[src/rtl/dos_pkg.sv]
package dos_pkg;

   typedef enum logic [1:0] {
      ORDER_FREE      = 2'd0,
      ORDER_ONE_FIRST = 2'd1,
      ORDER_TWO_FIRST = 2'd2
   } order_e;

   typedef enum logic [1:0] {
      ROLE_SOLO   = 2'd0,
      ROLE_LEAD   = 2'd1,
      ROLE_FOLLOW = 2'd2
   } role_e;

   function automatic order_e decode_order(input logic [1:0] code);
      case (code)
         2'b00:   decode_order = ORDER_ONE_FIRST;
         2'b11:   decode_order = ORDER_TWO_FIRST;
         default: decode_order = ORDER_FREE;
      endcase
   endfunction

   function automatic role_e role_of(input order_e order, input int unsigned chan);
      if (order == ORDER_FREE)
         role_of = ROLE_SOLO;
      else if ((order == ORDER_ONE_FIRST) == (chan == 0))
         role_of = ROLE_LEAD;
      else
         role_of = ROLE_FOLLOW;
   endfunction

endpackage

[src/rtl/dos_mode_latch.sv]
module dos_mode_latch
   import dos_pkg::*;
(
   input  logic       clk,
   input  logic       rst_n,
   input  logic       uvlo_ok,
   input  logic [1:0] mode_code,
   output logic       captured,
   output order_e     order
);

   always_ff @(posedge clk or negedge rst_n) begin
      if (!rst_n) begin
         captured <= 1'b0;
         order    <= ORDER_FREE;
      end else if (!uvlo_ok) begin
         captured <= 1'b0;
      end else if (!captured) begin
         captured <= 1'b1;
         order    <= decode_order(mode_code);
      end
   end


   order_hold_chk: assert property (@(posedge clk) disable iff (!rst_n)
      (captured && uvlo_ok) |=> $stable(order));


   capture_clear_chk: assert property (@(posedge clk) disable iff (!rst_n)
      !uvlo_ok |=> !captured);

endmodule

[src/rtl/dos_bias_gate.sv]
module dos_bias_gate #(
   parameter int unsigned NUM_CH = 2
) (
   input  logic              clk,
   input  logic              rst_n,
   input  logic              uvlo_ok,
   input  logic              bias_ok,
   input  logic              captured,
   input  logic [NUM_CH-1:0] en_req,
   output logic              bias_en,
   output logic              ready
);

   generate
      if (NUM_CH < 1) begin : g_bad_count
         $error("dos_bias_gate: NUM_CH must be at least 1");
      end
   endgenerate

   always_ff @(posedge clk or negedge rst_n) begin
      if (!rst_n) bias_en <= 1'b0;
      else        bias_en <= uvlo_ok && (|en_req);
   end

   assign ready = uvlo_ok && captured && bias_en && bias_ok;


   bias_idle_chk: assert property (@(posedge clk) disable iff (!rst_n)
      (en_req == '0) |=> !bias_en);


   bias_uvlo_chk: assert property (@(posedge clk) disable iff (!rst_n)
      !uvlo_ok |=> !bias_en);

endmodule

[src/rtl/dos_chan_ctl.sv]
module dos_chan_ctl
   import dos_pkg::*;
#(
   parameter int unsigned DELAY_TICKS = 40000
) (
   input  logic  clk,
   input  logic  rst_n,
   input  role_e role,
   input  logic  ready,
   input  logic  own_req,
   input  logic  lead_req,
   input  logic  lead_run,
   input  logic  lead_reg,
   output logic  run
);

   localparam int unsigned CNT_W = (DELAY_TICKS < 2) ? 1 : $clog2(DELAY_TICKS + 1);
   localparam logic [CNT_W-1:0] LAST = CNT_W'(DELAY_TICKS - 1);

   generate
      if (DELAY_TICKS < 1) begin : g_bad_delay
         $error("dos_chan_ctl: DELAY_TICKS must be at least 1");
      end
   endgenerate

   logic [CNT_W-1:0] cnt;
   logic             lead_alive;
   logic             lead_settled;
   logic             hit;

   assign lead_alive   = ready && lead_req;
   assign lead_settled = lead_run && lead_reg;

   generate
      if (DELAY_TICKS == 1) begin : g_no_wait
         assign hit = 1'b1;
      end else begin : g_wait
         assign hit = (cnt == LAST);
      end
   endgenerate

   always_ff @(posedge clk or negedge rst_n) begin
      if (!rst_n) begin
         run <= 1'b0;
         cnt <= '0;
      end else if (role == ROLE_FOLLOW) begin
         if (!lead_alive) begin
            run <= 1'b0;
            cnt <= '0;
         end else if (!run) begin
            if (lead_settled) begin
               if (hit) run <= 1'b1;
               else     cnt <= cnt + 1'b1;
            end else begin
               cnt <= '0;
            end
         end
      end else begin
         run <= ready && own_req;
         cnt <= '0;
      end
   end


   follow_needs_lead_chk: assert property (@(posedge clk) disable iff (!rst_n)
      (role == ROLE_FOLLOW && run) |-> lead_run);


   follow_start_chk: assert property (@(posedge clk) disable iff (!rst_n)
      (role == ROLE_FOLLOW && $rose(run)) |-> $past(lead_run && lead_reg));


   count_bound_chk: assert property (@(posedge clk) disable iff (!rst_n)
      cnt <= LAST);

endmodule

[src/rtl/dual_out_sequencer.sv]
module dual_out_sequencer
   import dos_pkg::*;
#(
   parameter int unsigned DELAY_TICKS = 40000
) (
   input  logic       clk,
   input  logic       rst_n,
   input  logic       uvlo_ok,
   input  logic       bias_ok,
   input  logic       en1_n,
   input  logic       en2_n,
   input  logic [1:0] mode_code,
   input  logic       reg1_ok,
   input  logic       reg2_ok,
   output logic       bias_en,
   output logic       run1,
   output logic       run2
);

   localparam int unsigned NUM_CH = 2;

   logic              captured;
   order_e            order;
   logic              ready;
   logic [NUM_CH-1:0] en_req;
   logic [NUM_CH-1:0] reg_ok;
   logic [NUM_CH-1:0] run;

   assign en_req = {~en2_n, ~en1_n};
   assign reg_ok = {reg2_ok, reg1_ok};

   dos_mode_latch i_mode (
      .clk       (clk),
      .rst_n     (rst_n),
      .uvlo_ok   (uvlo_ok),
      .mode_code (mode_code),
      .captured  (captured),
      .order     (order)
   );

   dos_bias_gate #(.NUM_CH(NUM_CH)) i_bias (
      .clk      (clk),
      .rst_n    (rst_n),
      .uvlo_ok  (uvlo_ok),
      .bias_ok  (bias_ok),
      .captured (captured),
      .en_req   (en_req),
      .bias_en  (bias_en),
      .ready    (ready)
   );

   generate
      for (genvar k = 0; k < NUM_CH; k++) begin : g_ch
         localparam int unsigned PEER = NUM_CH - 1 - k;
         role_e role;
         assign role = role_of(order, k);

         dos_chan_ctl #(.DELAY_TICKS(DELAY_TICKS)) i_ctl (
            .clk      (clk),
            .rst_n    (rst_n),
            .role     (role),
            .ready    (ready),
            .own_req  (en_req[k]),
            .lead_req (en_req[PEER]),
            .lead_run (run[PEER]),
            .lead_reg (reg_ok[PEER]),
            .run      (run[k])
         );


         run_needs_bias_chk: assert property (@(posedge clk) disable iff (!rst_n)
            $rose(run[k]) |-> $past(bias_ok && bias_en));
      end
   endgenerate

   assign run1 = run[0];
   assign run2 = run[1];


   run_uvlo_chk: assert property (@(posedge clk) disable iff (!rst_n)
      !uvlo_ok |=> (run == '0));

endmodule

[config.mk]
export PLATFORM = sky130hd
export DESIGN_NAME = dual_out_sequencer
export DESIGN_NICKNAME = d
export VERILOG_FILES = /design/src/rtl/dos_pkg.sv /design/src/rtl/dos_mode_latch.sv /design/src/rtl/dos_bias_gate.sv /design/src/rtl/dos_chan_ctl.sv /design/src/rtl/dual_out_sequencer.sv
export SDC_FILE = /design/constraint.sdc
export NUM_CORES = 1
export LEC_CHECK = 0
export CELL_PAD_IN_SITES_DETAIL_PLACEMENT = 0
export CELL_PAD_IN_SITES_GLOBAL_PLACEMENT = 1
export CORE_ASPECT_RATIO = 1.4
export CORE_MARGIN = 10
export CORE_UTILIZATION = 32
export CTS_CLUSTER_DIAMETER = 30
export CTS_CLUSTER_SIZE = 10
export DETAILED_ROUTE_END_ITERATION = 10
export PLACE_DENSITY_LB_ADDON = 0.1
export SYNTH_ARGS = -nofsm -noshare
export SYNTH_HDL_FRONTEND = slang
export SYNTH_HIERARCHICAL = 1
export SYNTH_SLANG_ARGS = --single-unit
export TNS_END_PERCENT = 50
[constraint.sdc]
create_clock -name clk -period 2 [get_ports clk]
set_input_delay 0.4 -clock clk [delete_from_list [all_inputs] [get_ports clk]]
set_output_delay 0.4 -clock clk [all_outputs]
set_load 0.02 [all_outputs]
==> flow_metrics.tcl <==
set metrics [dict create \
    cp-endpoint "g_ch[1].i_ctl/cnt[10]" \
    stdcell_count 388 \
    max_slew_margin 0.672 \
    final_area_um2 2940 \
    slew_violations 0 \
    drt_iter0_markers 61 \
    syn_nets 260 \
    ctsRootBufferMaster "clkbuf_8" \
    cp-end-kind "flip-flop" \
    ys_seq_area_frac 0.390 \
    setup_viol 0 \
    syn2layout_area_growth_pct 20.7 \
    cts_buffers 5 \
    worstPathRequired_ps 2210 \
    postRouteAntennaNets 0 \
    cts.sinks 38 \
    cap_violations 0 \
    io_pins 13 \
    ys_warn_count 6 \
    synthCells 248 \
    grt_max_degree 21 \
    drt-pass1-iter-count 4 \
    fin_skew_ps 4.07 \
    die_x_um 93.8 \
    r2r_setup_slack_ps 270 \
    total_power_mw 1.38 \
    path_class "primary input to flip-flop" \
    place_area_um2 2860 \
    grt_usage 0.118 \
    initial_core_util 0.329 \
    htree_levels 2 \
    synth.distinct_cells 46 \
    routedWlPerCell_um 16.5 \
    avgSynthCellArea_um2 9.83 \
    routed_wl_um 6390 \
    fin_crit_ps 1900 \
    fin_nets 303 \
    cts_tree "done" \
    port_buffers 12 \
    vdd_ir_drop_max_mv 0.255 \
    syn_area_um2 2440 \
    finalSetupTns_ps 0 \
    synth_seq_cells 38 \
    clk_latency_ps 280 \
    hpwl_um 4840 \
    hold_buffers 0 \
    num_rows 37 \
    crit_start "uvlo_ok" \
    start_kind "primary input" \
    hold_class "primary input to async pin" \
    antenna_found_initial 0 \
    async_flop_share 1.00 \
    rsz0062_at_grt "no" \
    clockBufferDepth 2 \
    hold_slack_ps 67.8 \
    core-area_um2 7410 \
    total_leakage_power_nw 1.19 \
    die_area_um2 11600 \
    dp_slack_ps -261 \
    synthFlopType "dfrtp_1" \
    drive_gt1_frac 0.251 \
    fp.dieH_um 123 \
    viasPerCell 5.35 \
    path_max_fanout 9 \
    critPathArrivalTime_ps 2110 \
    power_density_nw_per_um2 469 \
    synth_edf_count 0 \
    min_period_over_period 0.949 \
    clkTransAtPathRegs_ps 70 \
    num_vias 2077 \
    post-route-drc-count 0 \
    grt_pass1_wl_um 11000 \
    reg2reg_from "g_ch[0].i_ctl/cnt[0]" \
    status "completed" \
    max_freq_mhz 527 \
    rr_worst_depth 6 \
    worst_pin_slew_ps 492 \
    worstReg2RegEnd "g_ch[0].i_ctl/cnt[6]" \
    utilization 0.397 \
    finalHoldViolCount 0 \
    grt_pass1_vias 2217 \
    num_antenna_cells 0 \
    place_congestion 0.798 \
    overflow 0 \
    n_fill_cell 778 \
    dp_cells 381 \
    fin_ws_ps 101 \
]
-- area by class of cell --
| type | instances | area (um^2) | share of cell area |
|---|---|---|---|
| timing repair buffer | 41 | 358 | 0.122 |
| multi-input combinational | 192 | 1390 | 0.472 |
| clock buffer | 7 | 76.3 | 0.0259 |
| sequential | 38 | 951 | 0.323 |
| tap | 97 | 121 | 0.0412 |
| inverter | 13 | 48.8 | 0.0166 |
-- flip-flops by register name, indices dropped and copies added (netlist names) --
name and flops:
i_bias/bias_en 1, i_mode/order 2, i_mode/captured 1, g_ch.i_ctl/run 2, g_ch.i_ctl/cnt 32
-- cells by family after synthesis --
kind of cell / share of synthesized area
AND/OR/NAND/NOR: 0.329
AO/OA/AOI/OAI: 0.186
flip-flops: 0.390
buffers and inverters: 0.0421
multiplexers: 0.0431
adder cells (fa/ha/maj): 0.0103
-- cells in the mapped netlist (3+ instances only) --
master    instances  area share
dfrtp_1          38        0.39
nand2_1          25       0.038
nand3_1          18       0.037
inv_1            13       0.020
nor2_1           13       0.020
mux2i_1           9       0.037
o21a_1            9       0.028
a21oi_1           8       0.016
a31oi_1           8       0.021
nand4_1           8       0.021
or3_1             8       0.021
a41oi_1           6       0.022
nor3_1            6       0.012
a21o_2            4       0.014
a31oi_2           4       0.021
and2_1            4       0.010
and3_1            4       0.010
nor3_2            4       0.016
nor4_1            4       0.010
nor4b_1           4       0.014
o211ai_2          4       0.021
and4_1            3       0.011
-- routing by layer --
layer,part of all wire,global-route usage,vias to the layer above,wire (um)
met5,0,0,-,0
met4,0.017,0.0400,0,106
met3,0.020,0.0212,6,127
met2,0.57,0.229,29,3630
met1,0.40,0.122,1003,2530
li1,-,-,1039,-
-- cells in the final DEF (no fill, tap or decap), drive strengths merged --
master / Yosys / routed
inv: 13 / 13
nand3: 20 / 20
a22o: 2 / 2
and4: 5 / 5
o21a: 9 / 9
nor2b: 2 / 2
nor3: 10 / 10
and4b: 2 / 2
o21ai: 4 / 4
mux2: 1 / 1
nor4: 6 / 6
and4bb: 2 / 2
a21o: 6 / 6
o22ai: 2 / 2
buf: 2 / 30
ha: 2 / 2
nor2: 13 / 13
nor4b: 4 / 4
mux2i: 9 / 9
a31oi: 12 / 12
a32o: 2 / 2
dfrtp: 38 / 38
and3: 6 / 6
clkbuf: 3 / 7
nand4b: 2 / 2
or3: 8 / 8
nand2b: 2 / 2
clkdlybuf4s50: 0 / 11
and2: 4 / 4
nand3b: 2 / 2
a211o: 2 / 2
nand4: 10 / 10
o211ai: 4 / 4
a21oi: 8 / 8
a41oi: 6 / 6
nand2: 25 / 25
-- power breakdown --
| part | internal, mW | switching (mW) |
|---|---|---|
| logic | 0.0490 | 0.0447 |
| clock network | 0.241 | 0.266 |
| registers | 0.776 | 0.00505 |
-- worst min-delay path by stage --
stage	end	slack [ps]	cells past startpoint
final	g_ch[0].i_ctl/cnt[3]	70	1
after global routing	g_ch[0].i_ctl/cnt[3]	90	1
after CTS	g_ch[0].i_ctl/cnt[3]	80	1
after detailed placement	g_ch[0].i_ctl/cnt[3]	400	1
after global placement	g_ch[0].i_ctl/cnt[3]	400	1
after floorplan	g_ch[0].i_ctl/cnt[0]	100	0
-- timing repair --
| item | in CTS | in global routing |
|---|---|---|
| gates resized for setup | 0 | 3 |
| setup endpoints to repair | 0 | 12 |
| buffers inserted | 0 | 0 |
| hold endpoints to repair | 0 | 0 |
-- critical path, cell delays in order --
cell	delay, ps
clkdlybuf4s50_1	470
and4_2	280
and4b_1	250
nand3_2	90
buf_4	180
or3_1	360
o211ai_2	80
No activity file was read; power rests on OpenSTA's default activity.
